[src/rtl/usb_in_pkg.sv]
package usb_in_pkg;
  localparam int REG_W     = 16;
  localparam int MODE_BIT  = 15;
  localparam int START_BIT = 14;

  typedef enum logic {
    CNT_BUFS  = 1'b0,
    CNT_BYTES = 1'b1
  } cnt_mode_e;
endpackage

[src/rtl/usb_in_chan.sv]
module usb_in_chan
  import usb_in_pkg::*;
#(
  parameter int SZW = 10
) (
  input  logic             clk,
  input  logic             rst_n,
  input  logic             bus_rst,
  input  logic             wr_hit,
  input  logic [REG_W-1:0] wdata,
  input  logic [SZW-1:0]   ep_bufsz,
  input  logic             ep_clr,
  input  logic             in_tok,
  input  logic             pkt_ack,
  input  logic             done_clr,
  output logic             pkt_req,
  output logic [SZW-1:0]   pkt_len,
  output logic             done,
  output logic [REG_W-1:0] rd_word
);
  localparam int RW = SZW + 1;
  localparam logic [RW-1:0] FULL_RUN = {1'b1, {SZW{1'b0}}};
  localparam logic [RW-1:0] ONE_LEFT = RW'(1);

  logic            act_q, act_d;
  logic            pend_q, pend_d;
  logic            done_q, done_d;
  cnt_mode_e       mode_q, mode_d;
  logic [RW-1:0]   rem_q, rem_d;
  logic [SZW-1:0]  bsz_q, bsz_d;
  logic [SZW-1:0]  len_q, len_d;

  logic [SZW-1:0]  wr_size;
  cnt_mode_e       wr_mode;
  logic            wr_go;
  logic [SZW-1:0]  byte_len;
  logic            short_pkt;
  logic            last_buf;
  logic            take_tok;
  logic            take_ack;

  always_comb begin
    wr_size   = wdata[SZW-1:0];
    wr_mode   = cnt_mode_e'(wdata[MODE_BIT]);
    wr_go     = wdata[START_BIT];
    byte_len  = (rem_q < {1'b0, bsz_q}) ? rem_q[SZW-1:0] : bsz_q;
    short_pkt = len_q < bsz_q;
    last_buf  = rem_q == ONE_LEFT;
    take_tok  = act_q && !pend_q && in_tok;
    take_ack  = pend_q && pkt_ack;
  end

  // next-state process
  always_comb begin
    act_d  = act_q;
    pend_d = pend_q;
    done_d = done_q;
    mode_d = mode_q;
    rem_d  = rem_q;
    bsz_d  = bsz_q;
    len_d  = len_q;

    if (done_clr) begin
      done_d = 1'b0;
    end

    if (wr_hit && !act_q) begin
      mode_d = wr_mode;
      rem_d  = {1'b0, wr_size};
      if (wr_go) begin
        act_d = 1'b1;
        bsz_d = ep_bufsz;
        if (wr_mode == CNT_BUFS && wr_size == '0) begin
          rem_d = FULL_RUN;
        end
      end
    end

    if (take_tok) begin
      pend_d = 1'b1;
      len_d  = (mode_q == CNT_BYTES) ? byte_len : bsz_q;
    end

    if (take_ack) begin
      pend_d = 1'b0;
      if (mode_q == CNT_BYTES) begin
        rem_d = rem_q - {1'b0, len_q};
        if (short_pkt) begin
          act_d  = 1'b0;
          done_d = 1'b1;
        end
      end else begin
        rem_d = rem_q - ONE_LEFT;
        if (last_buf) begin
          act_d  = 1'b0;
          done_d = 1'b1;
        end
      end
    end

    if (ep_clr) begin
      act_d  = 1'b0;
      pend_d = 1'b0;
      rem_d  = '0;
      done_d = done_q && !done_clr;
    end

    if (bus_rst) begin
      act_d  = 1'b0;
      pend_d = 1'b0;
      done_d = 1'b0;
      mode_d = CNT_BUFS;
      rem_d  = '0;
      bsz_d  = '0;
      len_d  = '0;
    end
  end

  // register process
  always_ff @(posedge clk or negedge rst_n) begin
    if (!rst_n) begin
      act_q  <= 1'b0;
      pend_q <= 1'b0;
      done_q <= 1'b0;
      mode_q <= CNT_BUFS;
      rem_q  <= '0;
      bsz_q  <= '0;
      len_q  <= '0;
    end else begin
      act_q  <= act_d;
      pend_q <= pend_d;
      done_q <= done_d;
      mode_q <= mode_d;
      rem_q  <= rem_d;
      bsz_q  <= bsz_d;
      len_q  <= len_d;
    end
  end

  always_comb begin
    rd_word              = '0;
    rd_word[MODE_BIT]    = mode_q;
    rd_word[SZW-1:0]     = rem_q[SZW-1:0];
  end

  assign pkt_req = pend_q;
  assign pkt_len = len_q;
  assign done    = done_q;
endmodule

[src/rtl/usb_in_regmux.sv]
module usb_in_regmux
  import usb_in_pkg::*;
#(
  parameter int NCH = 3,
  parameter int AW  = 2
) (
  input  logic                 reg_wr,
  input  logic [AW-1:0]        reg_addr,
  input  logic [NCH*REG_W-1:0] words,
  output logic [NCH-1:0]       wr_hit,
  output logic [REG_W-1:0]     rdata
);
  genvar g;
  generate
    for (g = 0; g < NCH; g++) begin : g_dec
      assign wr_hit[g] = reg_wr && (reg_addr == AW'(g));
    end
  endgenerate

  always_comb begin
    rdata = '0;
    for (int i = 0; i < NCH; i++) begin
      if (reg_addr == AW'(i)) begin
        rdata = words[i*REG_W +: REG_W];
      end
    end
  end
endmodule

[src/rtl/usb_in_xfer_seq.sv]
module usb_in_xfer_seq
  import usb_in_pkg::*;
#(
  parameter int NCH = 3,
  parameter int SZW = 10,
  localparam int AW = (NCH > 1) ? $clog2(NCH) : 1
) (
  input  logic               clk,
  input  logic               rst_n,
  input  logic               bus_rst,
  input  logic               reg_wr,
  input  logic [AW-1:0]      reg_addr,
  input  logic [REG_W-1:0]   reg_wdata,
  output logic [REG_W-1:0]   reg_rdata,
  input  logic [NCH-1:0]     done_clr,
  input  logic [NCH*SZW-1:0] ep_bufsz,
  input  logic [NCH-1:0]     ep_clr,
  input  logic [NCH-1:0]     in_tok,
  output logic [NCH-1:0]     pkt_req,
  output logic [NCH*SZW-1:0] pkt_len,
  input  logic [NCH-1:0]     pkt_ack,
  output logic [NCH-1:0]     done_irq
);
  logic [NCH-1:0]       wr_hit;
  logic [NCH*REG_W-1:0] words;

  usb_in_regmux #(.NCH(NCH), .AW(AW)) u_regmux (
    .reg_wr   (reg_wr),
    .reg_addr (reg_addr),
    .words    (words),
    .wr_hit   (wr_hit),
    .rdata    (reg_rdata)
  );

  genvar g;
  generate
    for (g = 0; g < NCH; g++) begin : g_chan
      usb_in_chan #(.SZW(SZW)) u_chan (
        .clk      (clk),
        .rst_n    (rst_n),
        .bus_rst  (bus_rst),
        .wr_hit   (wr_hit[g]),
        .wdata    (reg_wdata),
        .ep_bufsz (ep_bufsz[g*SZW +: SZW]),
        .ep_clr   (ep_clr[g]),
        .in_tok   (in_tok[g]),
        .pkt_ack  (pkt_ack[g]),
        .done_clr (done_clr[g]),
        .pkt_req  (pkt_req[g]),
        .pkt_len  (pkt_len[g*SZW +: SZW]),
        .done     (done_irq[g]),
        .rd_word  (words[g*REG_W +: REG_W])
      );
    end
  endgenerate
endmodule

[config.mk]
export PLATFORM = sky130hd
export DESIGN_NAME = usb_in_xfer_seq
export DESIGN_NICKNAME = d
export VERILOG_FILES = /design/src/rtl/usb_in_pkg.sv /design/src/rtl/usb_in_chan.sv /design/src/rtl/usb_in_regmux.sv /design/src/rtl/usb_in_xfer_seq.sv
export SDC_FILE = /design/constraint.sdc
export NUM_CORES = 1
export LEC_CHECK = 0
export BUFFER_PORTS_ARGS = -buffer_cell sky130_fd_sc_hd__buf_2
export CAP_MARGIN = 5
export CORE_MARGIN = 10
export CORE_UTILIZATION = 47
export CTS_CLUSTER_DIAMETER = 120
export CTS_CLUSTER_SIZE = 24
export DETAILED_ROUTE_END_ITERATION = 10
export PLACE_DENSITY_LB_ADDON = 0.3
export SETUP_SLACK_MARGIN = 0.4
export SYNTH_ARGS = -nofsm -noshare
export SYNTH_HDL_FRONTEND = slang
export SYNTH_SLANG_ARGS = --single-unit
[constraint.sdc]
create_clock -name clk -period 7.2 [get_ports clk]
set_clock_uncertainty 0.1 [all_clocks]
set_input_delay 1.08 -clock clk [delete_from_list [all_inputs] [get_ports clk]]
set_output_delay 1.08 -clock clk [all_outputs]
set_load 0.05 [all_outputs]
==> results.md, run 1 <==
- The flow ran to the end, and the final reports show no timing, DRC or antenna violations.
- The reg-to-reg startpoint is g_chan[2].u_chan.rem_q[0].
- In this run the tightest slew margin relative to its limit is between 20% and 30%.
- For this design the top-level I/O count stands at between 100 and 150.
- The pre-antenna-repair detailed-routing pass consisted of 5 iterations.
- For this run, the slowest stage of the critical path takes ~0.7 ns.
- Hold repair after CTS inserted 0 buffers.
- The mean area per synthesized cell is ~8.5 sq um.
- The most frequently used cell type in the post-synthesis netlist is sky130_fd_sc_hd__dfrtp_1.
- The total of buffers placed on input and output ports is about 110.
- After detailed routing, the number of vias per cell comes to roughly 6.
- The final-report max-slew violation count is 0.
- After filler insertion, the fill cell instance count of the layout stands at ~1,800.
- The power per cell area is ~160 nW/um^2.
- The highest clock frequency the design can meet is between 200 and 300 MHz.
- In this run the worst setup path begins at reg_addr[1].
- The final period demand of the worst path is a little under 4 ns.
- The number of distinct library cells after synthesis is 68.
- The fraction of registers with async set/reset is 100%.
- The buffers inserted during post-CTS setup optimization is 0.
- The cell area after synthesis is between 8000 and 9000 sq um.
- After detailed routing, the average wire length per cell comes to 18.7 microns.
- The via count of the first global-routing pass is ~7,700.
- Setup repair after global routing left no endpoint under its margin.
- The analysis attributes to cell leakage a power of 4.47 nW.
- The initial antenna violation count is 1.
- The number of flops mapped to enable cells by yosys is 0.
- Cells fill a little over half of the core in the end.
- The proportion of layout cells with a drive suffix above 1 is 13.1%.
- The maximum vdd ir drop is roughly 0.00012 V.
- The root buffer cell is sky130_fd_sc_hd__clkbuf_16.
- The final-layout worst hold slack is 0.413 ns.
- TritonCTS built the clock tree.
- The net count reported at finish is roughly 1,300.
- The starting density of the core is a little under half.
- The total overflow left after global routing is 0.
- The synthesized design spends more area on one cell type than any other, namely sky130_fd_sc_hd__dfrtp_1.
- The die width is approximately 160 microns.
- The kind of cell with the highest combined delay on the critical path is simple AND/OR/NAND/NOR gates.
- The core region is 18,700 sq um.
- The sum of routed wire length over all layers is between 20 and 30 mm.
- The overall global routing resource usage is around a fifth.
- The critical path capture point type is an output pin.
- Traced cell by cell, the critical path runs through buf_2, nor2b_1, nand2_1, o21ai_0, buf_2.
- The final critical path takes up around 54% of the cycle.
- The placer congestion estimate is roughly 0.87.
- The quantity of gates resized following cts is 0.
- After routing, the total negative slack on setup checks comes to 0 ns.
- The wire length of the first global-routing pass is approximately 41 mm.
- The synthesis-to-layout area growth is 10.5%.
- In this run the core area contains 50 standard-cell rows.
- Ranked by instance count, the synthesized netlist is headed by 105 x sky130_fd_sc_hd__dfrtp_1, 94 x sky130_fd_sc_hd__nand2_1, 90 x sky130_fd_sc_hd__ha_1.
- The number of sinks driven by the clock tree is about 110.
- The number of buffers created by CTS is 9.
- The clock-pin slew on the worst setup and hold paths is ~0.08 ns.
- Synthesis produced a netlist whose cell count is 1,058.
- In this run the deepest clock path goes through 2 buffers.
- The maximum fanout along the worst path is 17.
- The critical setup path kind is input pin to output pin.
- The count of endpoints failing hold in the final timing report is 0.
- After legalization and detailed placement, the total HPWL measured 19.4 mm.
- The total number of yosys warnings is 0.
- The most used flip-flop cell after synthesis is sky130_fd_sc_hd__dfrtp_1.
- By area the synthesized netlist is led by sky130_fd_sc_hd__dfrtp_1 29%, sky130_fd_sc_hd__ha_1 13%, sky130_fd_sc_hd__mux2i_1 6.1%, sky130_fd_sc_hd__o21ai_0 4.2%, sky130_fd_sc_hd__nand2_1 3.9%.
- The die covers between 20,000 and 25,000 sq um.
- The reported max-cap violation count is 0.
- The number of synthesized register bits is about 110.
- Data on the critical path is required at its endpoint by ~6 ns.
- The proportion of netlist area held by the largest area contributor is roughly 30%.
- The clock network latency to the later pin of the worst-skew pair is about 0.36 ns.
- The data arrival at the endpoint of the critical path is ~2.7 ns.
- The count of buffer and inverter cells on the critical path is 2.
- For this design, the slowest cell found on the critical path is sky130_fd_sc_hd__nor2b_1.
- Setup violations remaining at the end of the flow were counted as 0.
- In this run the vertical extent of the chip is around 160 microns.
- The path class of the tightest hold or removal check is flip-flop to flip-flop.
- The DRC marker count from the first detailed-route iteration is between 600 and 700.
- For the pin with the worst max-slew slack, the measured transition is between 1 and 1.5 ns.
- The hold path startpoint is g_chan[0].u_chan.bsz_q[8].
- The H-tree was split into 3 levels.
- For this block, the via count after detailed routing is approximately 8,100.
- The count of antenna-violating nets left after detailed routing is 0.
- The remaining routing DRC violations is 0.
- The share of the yosys chip area belonging to registers is 29.3%.
- By instance count, the cell type seen most on the critical path is sky130_fd_sc_hd__buf_2.
- The largest net degree at the start of global routing is a little over 70.
- The type of origin of the critical path is an input pin.
## logic make-up (layout without fill, tap and decap cells)
family,Yosys count,in the layout,synth area share (%)
buf+inv,130,195,6.06
fa+ha+maj,93,93,13.2
xor+xnor,33,33,3.23
simple gates,354,354,20.7
other cells,1,6,0.0419
compound gates,285,285,21.0
flops,105,105,29.3
mux,57,57,6.40
## worst reg2reg max path, stage by stage, from the launching register on
cell                       delay, ns
sky130_fd_sc_hd__dfrtp_1        0.65
sky130_fd_sc_hd__inv_1          0.16
sky130_fd_sc_hd__ha_1           0.24
sky130_fd_sc_hd__fa_1           0.41
sky130_fd_sc_hd__nor2b_1        0.20
sky130_fd_sc_hd__o21ai_0        0.10
sky130_fd_sc_hd__nand2b_1       0.09
sky130_fd_sc_hd__xnor2_1        0.07
sky130_fd_sc_hd__a2111o_1       0.42
sky130_fd_sc_hd__a211oi_1       0.20
## power by group
group	switching [W]	leakage, nW	total (W)	internal (W)
registers	0.0000382	1.43	0.000648	0.000610
clock network	0.000248	0.165	0.000568	0.000320
logic	0.000209	2.88	0.000344	0.000135
total	0.000495	4.47	0.00156	0.00107
## layout by cell type (no fill, tap or decap), types with 4 or more instances in the layout
master | Yosys | final
sky130_fd_sc_hd__xnor2_1 | 20 | 20
sky130_fd_sc_hd__ha_1 | 90 | 90
sky130_fd_sc_hd__nand4_1 | 15 | 15
sky130_fd_sc_hd__a211o_1 | 5 | 5
sky130_fd_sc_hd__dfrtp_1 | 105 | 105
sky130_fd_sc_hd__buf_4 | 11 | 8
sky130_fd_sc_hd__nand3b_1 | 20 | 20
sky130_fd_sc_hd__o22ai_1 | 5 | 5
sky130_fd_sc_hd__o2111ai_1 | 14 | 14
sky130_fd_sc_hd__nor2b_1 | 14 | 14
sky130_fd_sc_hd__inv_1 | 66 | 66
sky130_fd_sc_hd__o21a_1 | 21 | 21
sky130_fd_sc_hd__nand2b_1 | 40 | 40
sky130_fd_sc_hd__or3_1 | 15 | 15
sky130_fd_sc_hd__a211oi_1 | 26 | 26
sky130_fd_sc_hd__or2_2 | 4 | 4
sky130_fd_sc_hd__a32oi_1 | 11 | 11
sky130_fd_sc_hd__nand2_1 | 94 | 94
sky130_fd_sc_hd__conb_1 | 1 | 5
sky130_fd_sc_hd__nor2_1 | 70 | 70
sky130_fd_sc_hd__a31o_2 | 4 | 4
sky130_fd_sc_hd__o32ai_1 | 5 | 5
sky130_fd_sc_hd__o31a_1 | 5 | 5
sky130_fd_sc_hd__a21o_1 | 12 | 12
sky130_fd_sc_hd__and3_1 | 8 | 8
sky130_fd_sc_hd__nand3_1 | 24 | 24
sky130_fd_sc_hd__mux2i_1 | 55 | 55
sky130_fd_sc_hd__buf_2 | 5 | 105
sky130_fd_sc_hd__xor2_1 | 13 | 13
sky130_fd_sc_hd__a21oi_1 | 34 | 34
sky130_fd_sc_hd__nor4_1 | 4 | 4
sky130_fd_sc_hd__clkbuf_16 | 0 | 9
sky130_fd_sc_hd__o211ai_1 | 14 | 14
sky130_fd_sc_hd__o21ai_1 | 28 | 28
sky130_fd_sc_hd__nor3_1 | 19 | 19
sky130_fd_sc_hd__o21ai_0 | 76 | 76
## layer usage
layer / vias up / wire (microns) / part of all wire, % / global-route usage, %
li1: 3966 / - / - / -
met3: 43 / 1490 / 5.8 / 4.37
met5: - / 0 / 0 / 0
met4: 0 / 707 / 2.8 / 6.13
met2: 239 / 11700 / 46 / 33.3
met1: 3862 / 11600 / 45 / 26.8
## path summary, 6_finish.rpt
kind	end	slack [ns]	cells past startpoint
min in group asynchronous	g_chan[0].u_chan.pkt_len[3]	0.60	1
max in group asynchronous	g_chan[1].u_chan.pkt_len[5]	5.10	2
worst max register to register	g_chan[2].u_chan.rem_q[4]	4.47	9
worst max-delay path	reg_rdata[8]	3.32	5
worst min register to register	g_chan[0].u_chan.bsz_q[8]	0.41	2
worst min-delay path	g_chan[0].u_chan.bsz_q[8]	0.41	2
## flip-flops by register name (all words and copies together) (netlist names)
signal / cells
g_chan.u_chan.rem_q: 33
g_chan.u_chan.bsz_q: 30
g_chan.u_chan.pkt_len: 30
g_chan.u_chan.act_q: 3
g_chan.u_chan.done: 3
g_chan.u_chan.mode_q: 3
g_chan.u_chan.pkt_req: 3
## through the flow
step	power (W)	instances	setup slack, ns	instance area [sq um]
floorplan	0.000899	1062	2.99	8970
global placement	0.000993	1345	3.40	9560
detailed placement	0.00100	1345	3.38	9560
CTS	0.00157	1361	3.38	9890
global route	0.00164	1362	3.27	9900
finish	0.00156	1362	3.32	9900
## final cells by class
type	instances	area (sq um)	share of cell area (%)
antenna	1	2.50	0.0253
clock buffer	10	239	2.41
clock inverter	6	97.6	0.986
inverter	66	248	2.50
multi-input combinational	827	5800	58.6
sequential	105	2630	26.5
tap	234	293	2.96
timing repair buffer	113	586	5.92
Power figures use the tool's default switching activity.
==> run 2, diff against run 1 <==
- clock period: 7.2 -> 3.59 ns (I/O delays scaled with it)
==> run 2 against run 1 <==
Via count up 0.30%. Clock power up 97%. Die area unchanged. Non-clock buffer count up 9. Register-to-register slack worse by 3.6 ns. Sequential power up 99%. Flip-flop and latch count unchanged. Utilization up 0.29 points. Wire length down 0.60%. Critical endpoint is now reg_rdata[6]. Largest cell class unchanged.
==> results.md, run 2 (same netlist as run 1, synthesis figures left out) <==
- The number of vias in the routed layout is 8,134 (was 8,110).
- The buffers inserted during post-CTS setup optimization is 0 (unchanged).
- The count of antenna-violating nets left after detailed routing is 0 (unchanged).
- The number of buffers created by CTS came to 9 (unchanged).
- The slew at the pin closest to its max-slew limit came to 0.955 ns (was 1.16 ns).
- The net count reported at finish is 1,288 (was 1,279).
- The sum of routed wire length over all layers is 25.4 mm (was 25.5 mm).
- The reported max-cap violation count is 0 (unchanged).
- The full die area is 25,000 sq um (unchanged).
- The total of buffers placed on input and output ports is 106 (unchanged).
- The count of endpoints failing hold in the final timing report is 0 (unchanged).
- The final period demand of the worst path is 2.77 ns.
- The clock-pin slew on the worst setup and hold paths was 0.07 ns (was 0.08 ns).
- The number of H-tree levels is 3 (unchanged).
- The final antenna diode count is 0 (was 1).
- The power per cell area is 313 nW/um^2 (was 158 nW/um^2).
- The worst path uses 77.1% of the clock period.
- The total global routing overflow is 0 (unchanged).
- The remaining routing DRC violations came to 0 (unchanged).
- The relative slew slack was 36.3% (was 22.4%).
- The die height was 158 microns (unchanged).
- The sum of negative setup slack is 0 ns (unchanged).
- The setup violation total in the final timing report is 0 (unchanged).
- Result of the run: completed (unchanged).
- The type of origin of the critical path is an input pin (unchanged).
- The wire length of the first global-routing pass is 41.6 mm (was 41.2 mm).
- The maximum fanout along the worst path is 15 (was 17).
- The hold-fix buffer count after cts is 0 (unchanged).
- The detailed placement HPWL was 20.0 mm (was 19.4 mm).
- The synthesis-to-layout area growth is 11.1% (was 10.5%).
- The quantity of gates resized following cts is 0 (unchanged).
- The number of rows in the core area was 50 (unchanged).
- The root buffer cell was sky130_fd_sc_hd__clkbuf_16 (unchanged).
- The DRC marker count from the first detailed-route iteration is 559 (was 670).
- The die width is 158 microns (unchanged).
- The maximum root-to-sink buffer count is 2 (unchanged).
- The number of iterations in the first detailed-routing pass is 5 (unchanged).
- The data arrival at the endpoint of the critical path came to 2.13 ns (was 2.70 ns).
- The required time at the worst-slack endpoint is 2.95 ns (was 6.02 ns).
- The overall power after layout was 0.00311 W (was 0.00156 W).
- The placed instance count was 1,353 (was 1,345).
- The flip-flop count of the largest register, all copies and words added is 33 (unchanged).
- The number of sinks driven by the clock tree came to 105 (unchanged).
- The via count of the first global-routing pass is 7,986 (was 7,734).
- The clock network latency to the later pin of the worst-skew pair is 0.36 ns (about the same).
- The largest net degree at the start of global routing was 71 (unchanged).
- The overall global routing resource usage is 20.6% (was 20.5%).
- The via count normalized by instance count is 5.94 (was 5.95).
- The critical path capture point type is an output pin (unchanged).
- Most frequent cells in the layout: 105 x sky130_fd_sc_hd__dfrtp_1, 105 x sky130_fd_sc_hd__buf_2, 94 x sky130_fd_sc_hd__nand2_1 (unchanged).
- The highest clock frequency the design can meet is 361 MHz.
- Unrepaired setup endpoints after global routing: no (unchanged).
- The largest register by flop count was g_chan.u_chan.rem_q (unchanged).
- The starting density of the core was 47.9% (unchanged).
- The critical setup path kind is input pin to output pin (unchanged).
- The number of filler cells placed in the layout is 1,754 (was 1,761).
- The final-report max-slew violation count is 0 (unchanged).
- The placer congestion estimate is 0.897 (was 0.871).
- The average wire length per cell after detail routing is 18.5 microns (was 18.7 microns).
- The initial antenna violation count is 0 (was 1).
- The maximum vdd ir drop is 0.000225 V (was 0.000121 V).
- The area inside the core boundary is 18,700 sq um (unchanged).
- The class of the most critical hold timing path is input pin to async pin (was flip-flop to flip-flop).
- The proportion of layout cells with a drive suffix above 1 is 13.7% (was 13.1%).
- The leakage power total came to 4.51 nW (was 4.47 nW).
- The post-route non-filler standard cell count is 1,370 (was 1,362).
- The CTS tree is built (unchanged).
- The number of placed I/O pins came to 116 (unchanged).
==> run 2: changes by cell type in the layout (fill, tap and decap cells not counted) <==
cell	before	now
sky130_fd_sc_hd__buf_4	8	17
sky130_fd_sc_hd__clkbuf_1	0	1
sky130_fd_sc_hd__clkbuf_8	1	0
sky130_fd_sc_hd__clkinv_4	2	1
sky130_fd_sc_hd__diode_2	1	0
sky130_fd_sc_hd__inv_6	1	2
==> run 2: layer usage <==
| layer | GRT usage [%] | share of wire [%] | vias up |
|---|---|---|---|
| li1 | - | - | 3980 |
| met3 | 3.39 | 5.5 | 45 |
| met5 | 0 | 0 | - |
| met4 | 7.85 | 2.8 | 0 |
| met2 | 34.1 | 47 | 255 |
| met1 | 26.3 | 44 | 3854 |
==> run 2: layout make-up <==
cell class              count  area [sq um]  share of cell area (%)
multi-input cells         827          5800                    58.3
clock buffers              10           229                    2.30
flip-flops and latches    105          2630                    26.4
well taps                 234           293                    2.94
clock inverters             6          97.6                   0.981
repair buffers            122           653                    6.56
inverters                  66           248                    2.49
==> run 2: report_power, final <==
part,leakage [nW],switching (W),total (W),internal (W)
clock,0.160,0.000493,0.00112,0.000624
combinational,2.92,0.000421,0.000700,0.000279
sequential,1.43,0.0000701,0.00129,0.00122
total,4.51,0.000985,0.00311,0.00213
==> run 2: stage by stage <==
step	utilization [%]	worst slack, ns	instance area, sq um	hold slack [ns]
finish	53.2	0.823	9950	0.218
global route	53.2	0.659	9950	0.295
CTS	53.2	0.841	9940	0.257
detailed placement	51.4	0.613	9620	0.395
global placement	51.4	0.714	9620	0.393
floorplan	-	0.465	8970	0.143
==> run 2: final timing paths <==
| check | startpoint | end | slack (ns) | cells after the start |
|---|---|---|---|---|
| hold reg to reg | g_chan[0].u_chan.bsz_q[8] | g_chan[0].u_chan.bsz_q[8] | 0.41 | 2 |
| min in group clk | ep_bufsz[17] | g_chan[1].u_chan.bsz_q[7] | 0.30 | 3 |
| hold / removal | rst_n | g_chan[0].u_chan.bsz_q[3] | 0.22 | 1 |
| setup reg to reg | g_chan[0].u_chan.rem_q[2] | g_chan[0].u_chan.rem_q[10] | 0.92 | 7 |
| setup / recovery | reg_addr[0] | reg_rdata[6] | 0.82 | 6 |
| max in group asynchronous | rst_n | g_chan[2].u_chan.pkt_len[5] | 2.37 | 2 |
==> run 2: critical path: stages <==
cell	delay (ns)
sky130_fd_sc_hd__buf_2	0.21
sky130_fd_sc_hd__nor2b_1	0.56
sky130_fd_sc_hd__buf_4	0.25
sky130_fd_sc_hd__nand2_1	0.05
sky130_fd_sc_hd__o21ai_0	0.18
sky130_fd_sc_hd__buf_2	0.35
==> run 3, diff against run 2 <==
- clock period: 3.59 -> 2.45 ns (I/O delays scaled with it)
==> run 3 against run 2 <==
Sequential share of layout area shrank 3.2 points. Flip-flop and latch count is the same. Via count grew 7.0%. Combinational power grew 94%. Wire length grew 12%.
==> results.md, run 3 (same netlist as run 1, synthesis figures left out) <==
- The die height was 158 microns (unchanged).
- The placed instance count is 1,392 (was 1,353).
- The synthesis-to-layout area growth is 29.0% (was 11.1%).
- The critical setup path kind is flip-flop to flip-flop (was input pin to output pin).
- The largest register by flop count is g_chan.u_chan.rem_q (unchanged).
- The maximum fanout along the worst path came to 4 (was 15).
- The final-layout worst hold slack was 0.131 ns (was 0.218 ns).
- The smallest clock period supported by the final layout is computed as 2.26 ns.
- The CTS tree is built (unchanged).
- The flip-flop count of the largest register, all copies and words added is 33 (unchanged).
- The placer congestion estimate was 0.920 (was 0.897).
- The remaining routing DRC violations is 0 (unchanged).
- The required time at the worst-slack endpoint is 2.61 ns (was 2.95 ns).
- The reg-to-reg startpoint is g_chan[1].u_chan.pkt_len[2] (was g_chan[0].u_chan.rem_q[2]).
- The slew at the pin closest to its max-slew limit is 0.663 ns (was 0.955 ns).
- The number of iterations in the first detailed-routing pass was 6 (was 5).
- The type of origin of the critical path is a flip-flop (was input pin).
- The number of rows in the core area is 50 (unchanged).
- The die width was 158 microns (unchanged).
- The via count normalized by instance count is 5.92 (was 5.94).
- The overall global routing resource usage is 21.8% (was 20.6%).
- Most frequent cells in the layout: 106 x sky130_fd_sc_hd__buf_4, 103 x sky130_fd_sc_hd__buf_2, 93 x sky130_fd_sc_hd__nand2_1 (was 105 x sky130_fd_sc_hd__dfrtp_1, 105 x sky130_fd_sc_hd__buf_2, 94 x sky130_fd_sc_hd__nand2_1).
- The count of endpoints failing hold in the final timing report is 0 (unchanged).
- The largest net degree at the start of global routing is 45 (was 71).
- The root buffer cell is sky130_fd_sc_hd__clkbuf_16 (unchanged).
- The sum of routed wire length over all layers is 28.4 mm (was 25.4 mm).
- The count of antenna-violating nets left after detailed routing was 0 (unchanged).
- The number of placed I/O pins is 116 (unchanged).
- The leakage power total was 5.11 nW (was 4.51 nW).
- The via count of the first global-routing pass is 8,493 (was 7,986).
- The sum of negative setup slack is 0 ns (unchanged).
- The DRC marker count from the first detailed-route iteration is 698 (was 559).
- The total of buffers placed on input and output ports came to 106 (unchanged).
- The final design instance area without fill is 11,600 sq um (was 9950 sq um).
- Along the worst hold path, the cell count comes to 3.
- Result of the run: completed (unchanged).
- The detailed placement HPWL was 20.9 mm (was 20.0 mm).
- The reported max-cap violation count was 0 (unchanged).
- The full die area was 25,000 sq um (unchanged).
- The final antenna diode count is 0 (unchanged).
- The data arrival at the endpoint of the critical path is 2.42 ns (was 2.13 ns).
- The class of the most critical hold timing path is input pin to flip-flop (was input pin to async pin).
- The final-report max-slew violation count came to 0 (unchanged).
- The final design utilization is 61.8% (was 53.2%).
- The setup violation total in the final timing report is 0 (unchanged).
- The first element of the critical path was g_chan[1].u_chan.pkt_len[2] (was reg_addr[0]).
- The critical path capture point type is a flip-flop (was output pin).
- The power per cell area is 421 nW/um^2 (was 313 nW/um^2).
- The post-route fraction of the period consumed by the critical path is 92.2%.
- The post-route non-filler standard cell count is 1,472 (was 1,370).
- The clock-pin slew on the worst setup and hold paths came to 0.08 ns (was 0.07 ns).
- The internal reg-to-reg setup slack is 0.19 ns (was 0.92 ns).
- Unrepaired setup endpoints after global routing: yes (was no).
- The maximum root-to-sink buffer count was 2 (unchanged).
- The average wire length per cell after detail routing came to 19.3 microns (was 18.5 microns).
- The clock network latency to the later pin of the worst-skew pair came to 0.37 ns (was 0.36 ns).
- The highest clock frequency the design can meet is approximately 440 MHz.
- The relative slew slack was 55.4% (was 36.3%).
- The number of buffers created by CTS came to 9 (unchanged).
- The number of filler cells placed in the layout came to 1,552 (was 1,754).
- The initial antenna violation count is 2 (was 0).
- For hold timing, the worst endpoint is g_chan[1].u_chan.bsz_q[7].
- The area inside the core boundary came to 18,700 sq um (unchanged).
- The starting density of the core is 47.9% (unchanged).
- The worst reg2reg path endpoint is g_chan[1].u_chan.rem_q[8] (was g_chan[0].u_chan.rem_q[10]).
- The maximum vdd ir drop is 0.000405 V (was 0.000225 V).
- The number of sinks driven by the clock tree is 105 (unchanged).
- The count of cells along the worst register-to-register path is 8 (was 7).
- The number of vias in the routed layout came to 8,707 (was 8,134).
- The most common cell after layout, fill and taps aside is sky130_fd_sc_hd__buf_4.
- The proportion of layout cells with a drive suffix above 1 was 33.7% (was 13.7%).
- The area after detailed placement is 10,200 sq um (was 9620 sq um).
- The net count reported at finish is 1,391 (was 1,288).
- The wire length of the first global-routing pass is 44.1 mm (was 41.6 mm).
- The number of H-tree levels is 3 (unchanged).
- The startpoint identified for the worst hold timing path is ep_bufsz[17].
- The total global routing overflow is 0 (unchanged).
[run 3: cell count changes in the layout (fill, tap and decap cells not counted), sizes merged]
cell,change
buf,+101
clkinvlp,+2
dlygate4sd3,+1
inv,-3
o21a,+1
[run 3: how the worst max path moves through the flow]
| stage | end | slack, ns | cells past startpoint |
|---|---|---|---|
| after floorplan | g_chan[1].u_chan.rem_q[5] | 0.18 | 8 |
| after global placement | g_chan[1].u_chan.rem_q[5] | 0.18 | 7 |
| after detailed placement | g_chan[1].u_chan.rem_q[8] | 0.13 | 9 |
| after CTS | g_chan[1].u_chan.rem_q[8] | 0.22 | 9 |
| after global routing | g_chan[1].u_chan.rem_q[8] | 0.12 | 9 |
| final | g_chan[1].u_chan.rem_q[8] | 0.19 | 8 |
[run 3: repair_timing]
item / CTS / global route
pin swaps: 25 / 39
resized for setup: 58 / 75
buffers inserted: 29 / 33
endpoints found under the setup margin: 57 / 60
gates cloned: 1 / 1
hold buffers: 1 / 0
hold endpoints to repair: 32 / 0
[run 3: power breakdown]
group / switching [W] / internal, W
combinational: 0.000776 / 0.000589
sequential: 0.0000725 / 0.00180
clock: 0.000715 / 0.000918
[run 3: critical path: stages (launching register included)]
cell	delay, ns
sky130_fd_sc_hd__dfrtp_2	0.44
sky130_fd_sc_hd__inv_2	0.08
sky130_fd_sc_hd__ha_4	0.21
sky130_fd_sc_hd__nor2b_2	0.17
sky130_fd_sc_hd__o2111a_2	0.28
sky130_fd_sc_hd__or4_4	0.45
sky130_fd_sc_hd__o221ai_4	0.09
sky130_fd_sc_hd__mux2i_1	0.10
sky130_fd_sc_hd__o31a_1	0.23
[run 3: stage by stage]
stage | power, W | setup slack [ns]
global route | 0.00508 | 0.124
detailed placement | 0.00302 | 0.126
floorplan | 0.00267 | 0.184
global placement | 0.00299 | 0.179
finish | 0.00487 | 0.190
CTS | 0.00472 | 0.216
[run 3: area by class of cell]
cell class                      instances  area (sq um)  area share [%]
Clock buffer                           10           239            2.07
Clock inverter                          5          80.1           0.693
Inverter                               66           248            2.14
Multi-Input combinational cell        828          6520            56.4
Sequential cell                       105          2690            23.2
Tap cell                              234           293            2.53
Timing Repair Buffer                  224          1500            12.9
[run 3: layer usage]
metal	vias up	track usage [%]	share of wire, %
li1	4185	-	-
met1	4226	28.5	43
met2	249	35.9	49
met3	43	4.40	6.1
met4	4	5.91	1.8
met5	-	0	0.095
